File: src/rtl/itimer_pkg.sv
package itimer_pkg;
  typedef enum logic [1:0] {
    ADDR_CTRL   = 2'd0,
    ADDR_COUNT  = 2'd1,
    ADDR_PERIOD = 2'd2,
    ADDR_RSVD   = 2'd3
  } reg_addr_e;

  typedef struct packed {
    logic ctrl;
    logic count;
    logic period;
  } wr_strobe_t;
endpackage

File: src/rtl/itimer_regs.sv
module itimer_regs
  import itimer_pkg::*;
#(
  parameter int WIDTH  = 32,
  parameter int EN_BIT = 5
) (
  input  logic             clk_i,
  input  logic             rst_ni,
  input  logic             we_i,
  input  logic [1:0]       addr_i,
  input  logic [WIDTH-1:0] wdata_i,
  input  logic [WIDTH-1:0] count_i,
  output logic             enable_o,
  output logic [WIDTH-1:0] period_o,
  output wr_strobe_t       wr_o,
  output logic [WIDTH-1:0] rdata_o
);
  reg_addr_e  addr;
  logic       enable_q;
  logic [WIDTH-1:0] period_q;
  logic [WIDTH-1:0] ctrl_view;

  assign addr = reg_addr_e'(addr_i);

  always_comb begin
    wr_o        = '0;
    wr_o.ctrl   = we_i && (addr == ADDR_CTRL);
    wr_o.count  = we_i && (addr == ADDR_COUNT);
    wr_o.period = we_i && (addr == ADDR_PERIOD);
  end

  always_ff @(posedge clk_i or negedge rst_ni) begin
    if (!rst_ni) begin
      enable_q <= 1'b0;
      period_q <= '0;
    end else begin
      if (wr_o.ctrl)   enable_q <= wdata_i[EN_BIT];
      if (wr_o.period) period_q <= wdata_i;
    end
  end

  always_comb begin
    ctrl_view         = '0;
    ctrl_view[EN_BIT] = enable_q;
  end

  always_comb begin
    unique case (addr)
      ADDR_CTRL:   rdata_o = ctrl_view;
      ADDR_COUNT:  rdata_o = count_i;
      ADDR_PERIOD: rdata_o = period_q;
      default:     rdata_o = '0;
    endcase
  end

  assign enable_o = enable_q;
  assign period_o = period_q;

  AST_CTRL_WRITE: assert property (@(posedge clk_i) disable iff (!rst_ni)
    we_i && addr_i == 2'd0 |=> enable_o == $past(wdata_i[EN_BIT]));
  AST_PERIOD_KEEP: assert property (@(posedge clk_i) disable iff (!rst_ni)
    !(we_i && addr_i == 2'd2) |=> $stable(period_o));
endmodule

File: src/rtl/itimer_counter.sv
module itimer_counter #(
  parameter int WIDTH = 32
) (
  input  logic             clk_i,
  input  logic             rst_ni,
  input  logic             enable_i,
  input  logic             load_i,
  input  logic [WIDTH-1:0] load_val_i,
  input  logic [WIDTH-1:0] period_i,
  output logic [WIDTH-1:0] count_o,
  output logic             expire_o
);
  logic [WIDTH-1:0] count_q;
  logic             at_zero;

  assign at_zero  = (count_q == '0);
  assign expire_o = enable_i && at_zero;

  // bus load beats both reload and decrement
  always_ff @(posedge clk_i or negedge rst_ni) begin
    if (!rst_ni)          count_q <= '0;
    else if (load_i)      count_q <= load_val_i;
    else if (enable_i) begin
      if (at_zero)        count_q <= period_i;
      else                count_q <= count_q - WIDTH'(1);
    end
  end

  assign count_o = count_q;

  AST_DECREMENT: assert property (@(posedge clk_i) disable iff (!rst_ni)
    enable_i && !load_i && count_o != '0 |=> count_o == $past(count_o) - WIDTH'(1));
  AST_HOLD_OFF: assert property (@(posedge clk_i) disable iff (!rst_ni)
    !enable_i && !load_i |=> $stable(count_o));
  AST_RELOAD: assert property (@(posedge clk_i) disable iff (!rst_ni)
    expire_o && !load_i |=> count_o == $past(period_i));
  AST_LOAD_WINS: assert property (@(posedge clk_i) disable iff (!rst_ni)
    load_i |=> count_o == $past(load_val_i));
endmodule

File: src/rtl/itimer_stretch.sv
module itimer_stretch #(
  parameter int PULSE_LEN = 4
) (
  input  logic clk_i,
  input  logic rst_ni,
  input  logic enable_i,
  input  logic trig_i,
  output logic pulse_o
);
  localparam int CW = (PULSE_LEN > 2) ? $clog2(PULSE_LEN) : 1;

  generate
    if (PULSE_LEN <= 1) begin : g_pass
      assign pulse_o = enable_i && trig_i;
    end else begin : g_cnt
      localparam logic [CW-1:0] HOLD = CW'(PULSE_LEN - 1);
      logic [CW-1:0] left_q;

      always_ff @(posedge clk_i or negedge rst_ni) begin
        if (!rst_ni)              left_q <= '0;
        else if (!enable_i)       left_q <= '0;
        else if (trig_i)          left_q <= HOLD;   // retrigger restarts
        else if (left_q != '0)    left_q <= left_q - CW'(1);
      end

      assign pulse_o = enable_i && (trig_i || left_q != '0);

      AST_PULSE_HOLD: assert property (@(posedge clk_i) disable iff (!rst_ni)
        trig_i && enable_i |=> !enable_i || pulse_o);
    end
  endgenerate

  AST_NO_SPONTANEOUS: assert property (@(posedge clk_i) disable iff (!rst_ni)
    pulse_o && !trig_i |-> $past(pulse_o));
endmodule

File: src/rtl/interval_timer.sv
module interval_timer
  import itimer_pkg::*;
#(
  parameter int WIDTH     = 32,
  parameter int EN_BIT    = 5,
  parameter int PULSE_LEN = 4
) (
  input  logic             clk_i,
  input  logic             rst_ni,
  input  logic             reg_we_i,
  input  logic [1:0]       reg_addr_i,
  input  logic [WIDTH-1:0] reg_wdata_i,
  output logic [WIDTH-1:0] reg_rdata_o,
  output logic             irq_o,
  output logic             expiry_o
);
  logic             enable;
  logic [WIDTH-1:0] period;
  logic [WIDTH-1:0] count;
  wr_strobe_t       wr;
  logic             expire;

  itimer_regs #(.WIDTH(WIDTH), .EN_BIT(EN_BIT)) u_regs (
    .clk_i    (clk_i),
    .rst_ni   (rst_ni),
    .we_i     (reg_we_i),
    .addr_i   (reg_addr_i),
    .wdata_i  (reg_wdata_i),
    .count_i  (count),
    .enable_o (enable),
    .period_o (period),
    .wr_o     (wr),
    .rdata_o  (reg_rdata_o)
  );

  itimer_counter #(.WIDTH(WIDTH)) u_counter (
    .clk_i      (clk_i),
    .rst_ni     (rst_ni),
    .enable_i   (enable),
    .load_i     (wr.count),
    .load_val_i (reg_wdata_i),
    .period_i   (period),
    .count_o    (count),
    .expire_o   (expire)
  );

  itimer_stretch #(.PULSE_LEN(PULSE_LEN)) u_stretch (
    .clk_i    (clk_i),
    .rst_ni   (rst_ni),
    .enable_i (enable),
    .trig_i   (expire),
    .pulse_o  (expiry_o)
  );

  assign irq_o = expire;

  AST_QUIET_WHEN_OFF: assert property (@(posedge clk_i) disable iff (!rst_ni)
    !enable |-> !irq_o && !expiry_o);
  AST_IRQ_IN_PULSE: assert property (@(posedge clk_i) disable iff (!rst_ni)
    irq_o |-> expiry_o);
  AST_IRQ_ONLY_AT_ZERO: assert property (@(posedge clk_i) disable iff (!rst_ni)
    irq_o |-> count == '0);
  AST_CANCEL: assert property (@(posedge clk_i) disable iff (!rst_ni)
    reg_we_i && reg_addr_i == 2'd0 && !reg_wdata_i[EN_BIT] |=> !expiry_o);
endmodule

File: config.mk
export PLATFORM = sky130hd
export DESIGN_NAME = interval_timer
export DESIGN_NICKNAME = d
export VERILOG_FILES = /design/src/rtl/itimer_pkg.sv /design/src/rtl/itimer_regs.sv /design/src/rtl/itimer_counter.sv /design/src/rtl/itimer_stretch.sv /design/src/rtl/interval_timer.sv
export SDC_FILE = /design/constraint.sdc
export NUM_CORES = 1
export LEC_CHECK = 0
export BUFFER_PORTS_ARGS = -buffer_cell sky130_fd_sc_hd__buf_4
export CAP_MARGIN = 30
export CORE_AREA = 2 2 96 98
export CTS_CLUSTER_SIZE = 28
export DETAILED_ROUTE_END_ITERATION = 16
export DIE_AREA = 0 0 98 100
export GPL_ROUTABILITY_DRIVEN = 1
export HOLD_SLACK_MARGIN = 0.03
export PLACE_DENSITY = 0.7
export SLEW_MARGIN = 25
export SYNTH_ARGS = -nofsm -noshare
export SYNTH_HDL_FRONTEND = slang
export SYNTH_SLANG_ARGS = --single-unit
File: constraint.sdc
create_clock -name clk_i -period 2.31 [get_ports clk_i]
set_input_delay 0.462 -clock clk_i [delete_from_list [all_inputs] [get_ports clk_i]]
set_output_delay 0.462 -clock clk_i [all_outputs]
set_load 0.02 [all_outputs]
Word-level counts from Yosys, hierarchy flattened --
Index checks and enable logic that the tools add are counted. Widths: inputs -> output; s select.
Word-level totals: register bits after elaboration 67, bits of input ports 37, word-level logic and storage cells 26
Cells by class: $add $sub $neg 2, eq/ne operators 3, multiplexer cells 7, reduce and logical (&&, ||, !) cells 10
Operators with widths (number):
- $mux 32 | 3
- $pmux 32 s3 | 1
- $logic_not 32->1 | 1
- $sub 32x1->32 const B | 1
- $mux 2 | 3
- $logic_and 1x1->1 | 5
- $reduce_bool 2->1 | 2
- $ne 3x1->1 const B | 1
- $eq 2x1->1 const B | 1
- $eq 2x2->1 const B | 1
- $logic_not 2->1 | 1
- $sub 2x1->2 const B | 1
- $logic_or 1x1->1 | 1

Longest topological paths before layout --
word-level depth 4, gate-level depth with buffers 9, depth with buffers taken out 8

By module --
Synthesis repeated with hierarchy kept, for this count alone.
Second synthesis, totals: cell total of the unflattened synthesis 424, area, all modules 4334.2 sq um
Modules (own cells, without submodules):
- itimer_counter | times used 1, cells each 298, area each 2502.4 sq um, sequential area each 800.8 sq um
- itimer_regs | times used 1, cells each 115, area each 1716.6 sq um, sequential area each 825.8 sq um
- itimer_stretch | times used 1, cells each 11, area each 115.1 sq um, sequential area each 50.0 sq um

Worst setup path after synthesis --
Ideal clock, no wire load.
kind reg2out, start register u_counter.count_q[24] (netlist: u_counter.count_o[24]), end output port expiry_o, arrival time 2.233 ns, data required time 1.848 ns, path slack -0.385 ns, stages on the path, launching flop included 7, buffers on the path 2, path through dfrtp_1 or4_4 or3_1 buf_2 nand3b_4 clkbuf_1 a21oi_1
On the way: word-level cells in the longest chain between the ends 4
RTL lines:
- start: declaration | line itimer_counter.sv:13 | logic [WIDTH-1:0] count_q;
- start signal: assignment | line itimer_counter.sv:22 | else if (load_i) count_q <= load_val_i;
- start signal: assignment | line itimer_counter.sv:24 | if (at_zero) count_q <= period_i;
- start signal: assignment | line itimer_counter.sv:25 | else count_q <= count_q - WIDTH'(1);
- $logic_not 32->1 | line itimer_counter.sv:16 | assign at_zero = (count_q == '0);
- $logic_and 1x1->1 | line itimer_counter.sv:17 | assign expire_o = enable_i && at_zero;
- $logic_or 1x1->1 | line itimer_stretch.sv:26 | assign pulse_o = enable_i && (trig_i || left_q != '0);
- $logic_and 1x1->1 | line itimer_stretch.sv:26
- end: declaration | line interval_timer.sv:15 | output logic expiry_o
Every way passes these cells.

Worst setup path after layout --
start register u_counter.count_q[26] (netlist: u_counter.count_o[26]), end output port expiry_o
The elaborated chain is that of the path after synthesis.

==> results.toml <==
[synthesis]
synthArstFlopShare_pct = 100
synthTopCellsByCount = "dfrtp_1 (67), o21ai_0 (44), nor2_1 (38)"
synth_area_per_cell_um2 = 9.33
synth-edff-count = 0
yosys.area.top_type_share_pct = 42.3
ys_seq_area_share_pct = 42.3
synth-main-ff-cell = "dfrtp_1"
syn_area_mm2 = 0.00397
synth_most_common_cell = "dfrtp_1"
ys_ff_latch = 67
synthesis.instances = 425
ys.warnings.count = 0
yosysUniqueCellTypes = 44
synth_area_leaders = "dfrtp_1 (42%), mux2_2 (9.9%), a22o_1 (6.8%), o21ai_0 (5.6%), a21oi_1 (4.3%)"
synthesis.nets = 464
synth_top_area_cell = "dfrtp_1"

[pwr]
combPwrFrac_pct = 43.6
clkPwrFrac_pct = 19.9
ir_worst_vdd_mv = 0.632
powerDensity_mw_per_mm2 = 913
power_frac_seq_pct = 36.5
p_total_mw = 4.88
p_leak_nw = 2.41
p_int_mw = 3.05
p_sw_share_pct = 37.4
p_switching_mw = 1.82

[global_route]
grt_pass1_vias = 3895
grt_pass1_wl_um = 19300
grt_max_degree = 68
track_usage_pct = 24.6
antenna_found_initial = 0
overflow = 0

[clock_tree]
clockBufferDepth = 2
clkSinkCount = 67
ctsHtreeMaxLevel = 3
cts_tree = "yes"
hold_buffers = 0
clk_latency_ns = 0.35
clock-root-buffer = "clkbuf_8"
clkTransAtPathRegs_ns = 0.07
numCtsBuffers = 9

[critical_path]
cp_slowest_stage_delay_ns = 0.53
critical_path_peak_fanout = 5
rrSetupSlack_ns = -0.04
r2r_start = "u_counter.count_o[26]$_DFFE_PN0P_"
end_kind = "output port"
r2r_end = "u_counter.count_o[31]$_DFFE_PN0P_"
cp.required_ns = 1.85
crit_type = "register to output port"
slowest_stage = "or4_4"
cp-start-kind = "register"
crit_arrival_ns = 2.08
crit_chain = "or4_4 > or3_4 > nand3b_4 > a21oi_4 > buf_6"
r2r_cells = 7

[sta]
timing.final.crit_share_pct = 110
worst_slew_pin_slew_ns = 0.632
finalHoldViolCount = 0
hold_ws_ns = 0.0788
skew_ns = 0.00715
rsz0062_at_grt = "true"
setup_viol_count_final = 3
fmax_ghz = 0.393
worst_slack_ns = -0.233
slew_violations = 0
relSlewSlack_pct = 57.8
fin_crit_ns = 2.54
fin_setup_tns_ns = -0.487

[routing]
wl_um = 11800
wl_per_cell_um = 18.1
num_vias = 3834
ant_nets = 0
routed_via_density = 5.92
drt_iter0_drc = 238
first_pass_iters = 7
drcViolationCount = 0

[floorplan]
core_region_area_mm2 = 0.00889
ioPinCount = 71
die_area_mm2 = 0.00980
fp.dieH_um = 100
die-width_um = 98
start_util_pct = 44.6
std_cell_rows = 35

[cells_and_area]
diodes = 0
drive_gt1_share_pct = 39.1
syn2layout_area_growth_pct = 34.7
final_nets = 571

[placement]
hpwl_um = 8090
place_congestion = 0.853
portBuffers = 70

[worst_hold_path]
hold_path.class = "input port to asynchronous set/reset pin"

[job]
drv_cap = 0

[status]
status = "complete, but fails checks"
violations = "setup timing"
## power by group through the flow
stage,logic [mW],clock network (mW),registers (mW)
2_1_floorplan,1.16,0,1.78
3_3_place_gp,1.94,0,1.77
3_5_place_dp,1.98,0,1.78
4_1_cts,2.00,0.987,1.76
5_1_grt,2.32,1.04,1.81
6_report,2.12,0.972,1.78
## flip-flops by register name (all words and copies together) (netlist names)
name                    flops
u_counter.count_o          32
u_regs.period_o            32
u_stretch.g_cnt.left_q      2
u_regs.enable_o             1
## final cells by class
type	count	area (µm²)
multi-input combinational	319	2280
fill	775	3550
tap	111	139
sequential	67	1680
timing repair buffer	129	1030
clock buffer	10	138
inverter	6	22.5
clock inverter	6	55.1
## what timing repair did
| item | in CTS | in global routing |
|---|---|---|
| pin swaps | 0 | 5 |
| setup buffers | 2 | 4 |
| resized for setup | 5 | 24 |
| endpoints found under the setup margin | 2 | 31 |
## metal layers
metal  share of wire, %  GRT usage [%]
met5                  0              0
met4                2.0           8.55
met3                4.7           4.67
met2                 51           42.8
met1                 43           30.7
## cells by family after synthesis
kind of cell    synth area share [%]
simple gates                    16.1
mux                             10.4
compound gates                  22.0
flops                           42.3
fa+ha+maj                      0.631
xor+xnor                        4.86
buf+inv                         3.72
## how the worst max path moves through the flow
stage                                                 start                                end  slack, ns  cells past startpoint
after floorplan           u_counter.count_o[26]$_DFFE_PN0P_                           expiry_o      -0.10                      6
after global placement    u_counter.count_o[26]$_DFFE_PN0P_  u_counter.count_o[31]$_DFFE_PN0P_       0.05                      5
after detailed placement   u_counter.count_o[5]$_DFFE_PN0P_                              irq_o       0.04                      6
after CTS                  u_counter.count_o[5]$_DFFE_PN0P_                              irq_o      -0.24                      6
after global routing      u_counter.count_o[26]$_DFFE_PN0P_                           expiry_o      -0.31                      5
final                     u_counter.count_o[26]$_DFFE_PN0P_                           expiry_o      -0.23                      5
## cell usage in the layout, fill, tap and decap left out, types with 5 or more instances in the layout
master / Yosys / final
o22ai_1: 11 / 10
mux2_2: 35 / 34
a22o_1: 31 / 31
xor2_1: 11 / 11
nand4_1: 5 / 5
o21bai_1: 5 / 5
o211ai_1: 7 / 7
o21ai_0: 44 / 40
dfrtp_1: 67 / 67
nor3_1: 8 / 6
and3_1: 10 / 10
nand2_1: 21 / 21
buf_4: 0 / 122
clkinv_2: 0 / 5
nand3_1: 6 / 5
a21oi_1: 34 / 33
clkbuf_8: 0 / 10
xnor2_1: 11 / 11
inv_1: 6 / 6
nor2_1: 38 / 37
nor4_2: 0 / 6
## metrics by stage
stage | instances | setup WS [ns] | utilization, % | area [µm²]
global placement | 625 | 0.0539 | 55.8 | 4960
global route | 648 | -0.311 | 60.1 | 5340
finish | 648 | -0.233 | 60.1 | 5340
CTS | 643 | -0.244 | 58.4 | 5190
floorplan | 425 | -0.105 | - | 4030
detailed placement | 625 | 0.0418 | 55.8 | 4960
## worst max-delay path: cells and delay by family (launching register included)
family / cells / cell delay, ns
and+or+nand+nor: 3 / 1.10
DFF: 1 / 0.38
AOI/OAI and AO/OA: 1 / 0.13
buffers and inverters: 1 / 0.13
Note: power is estimated with default switching activity, not from simulation.
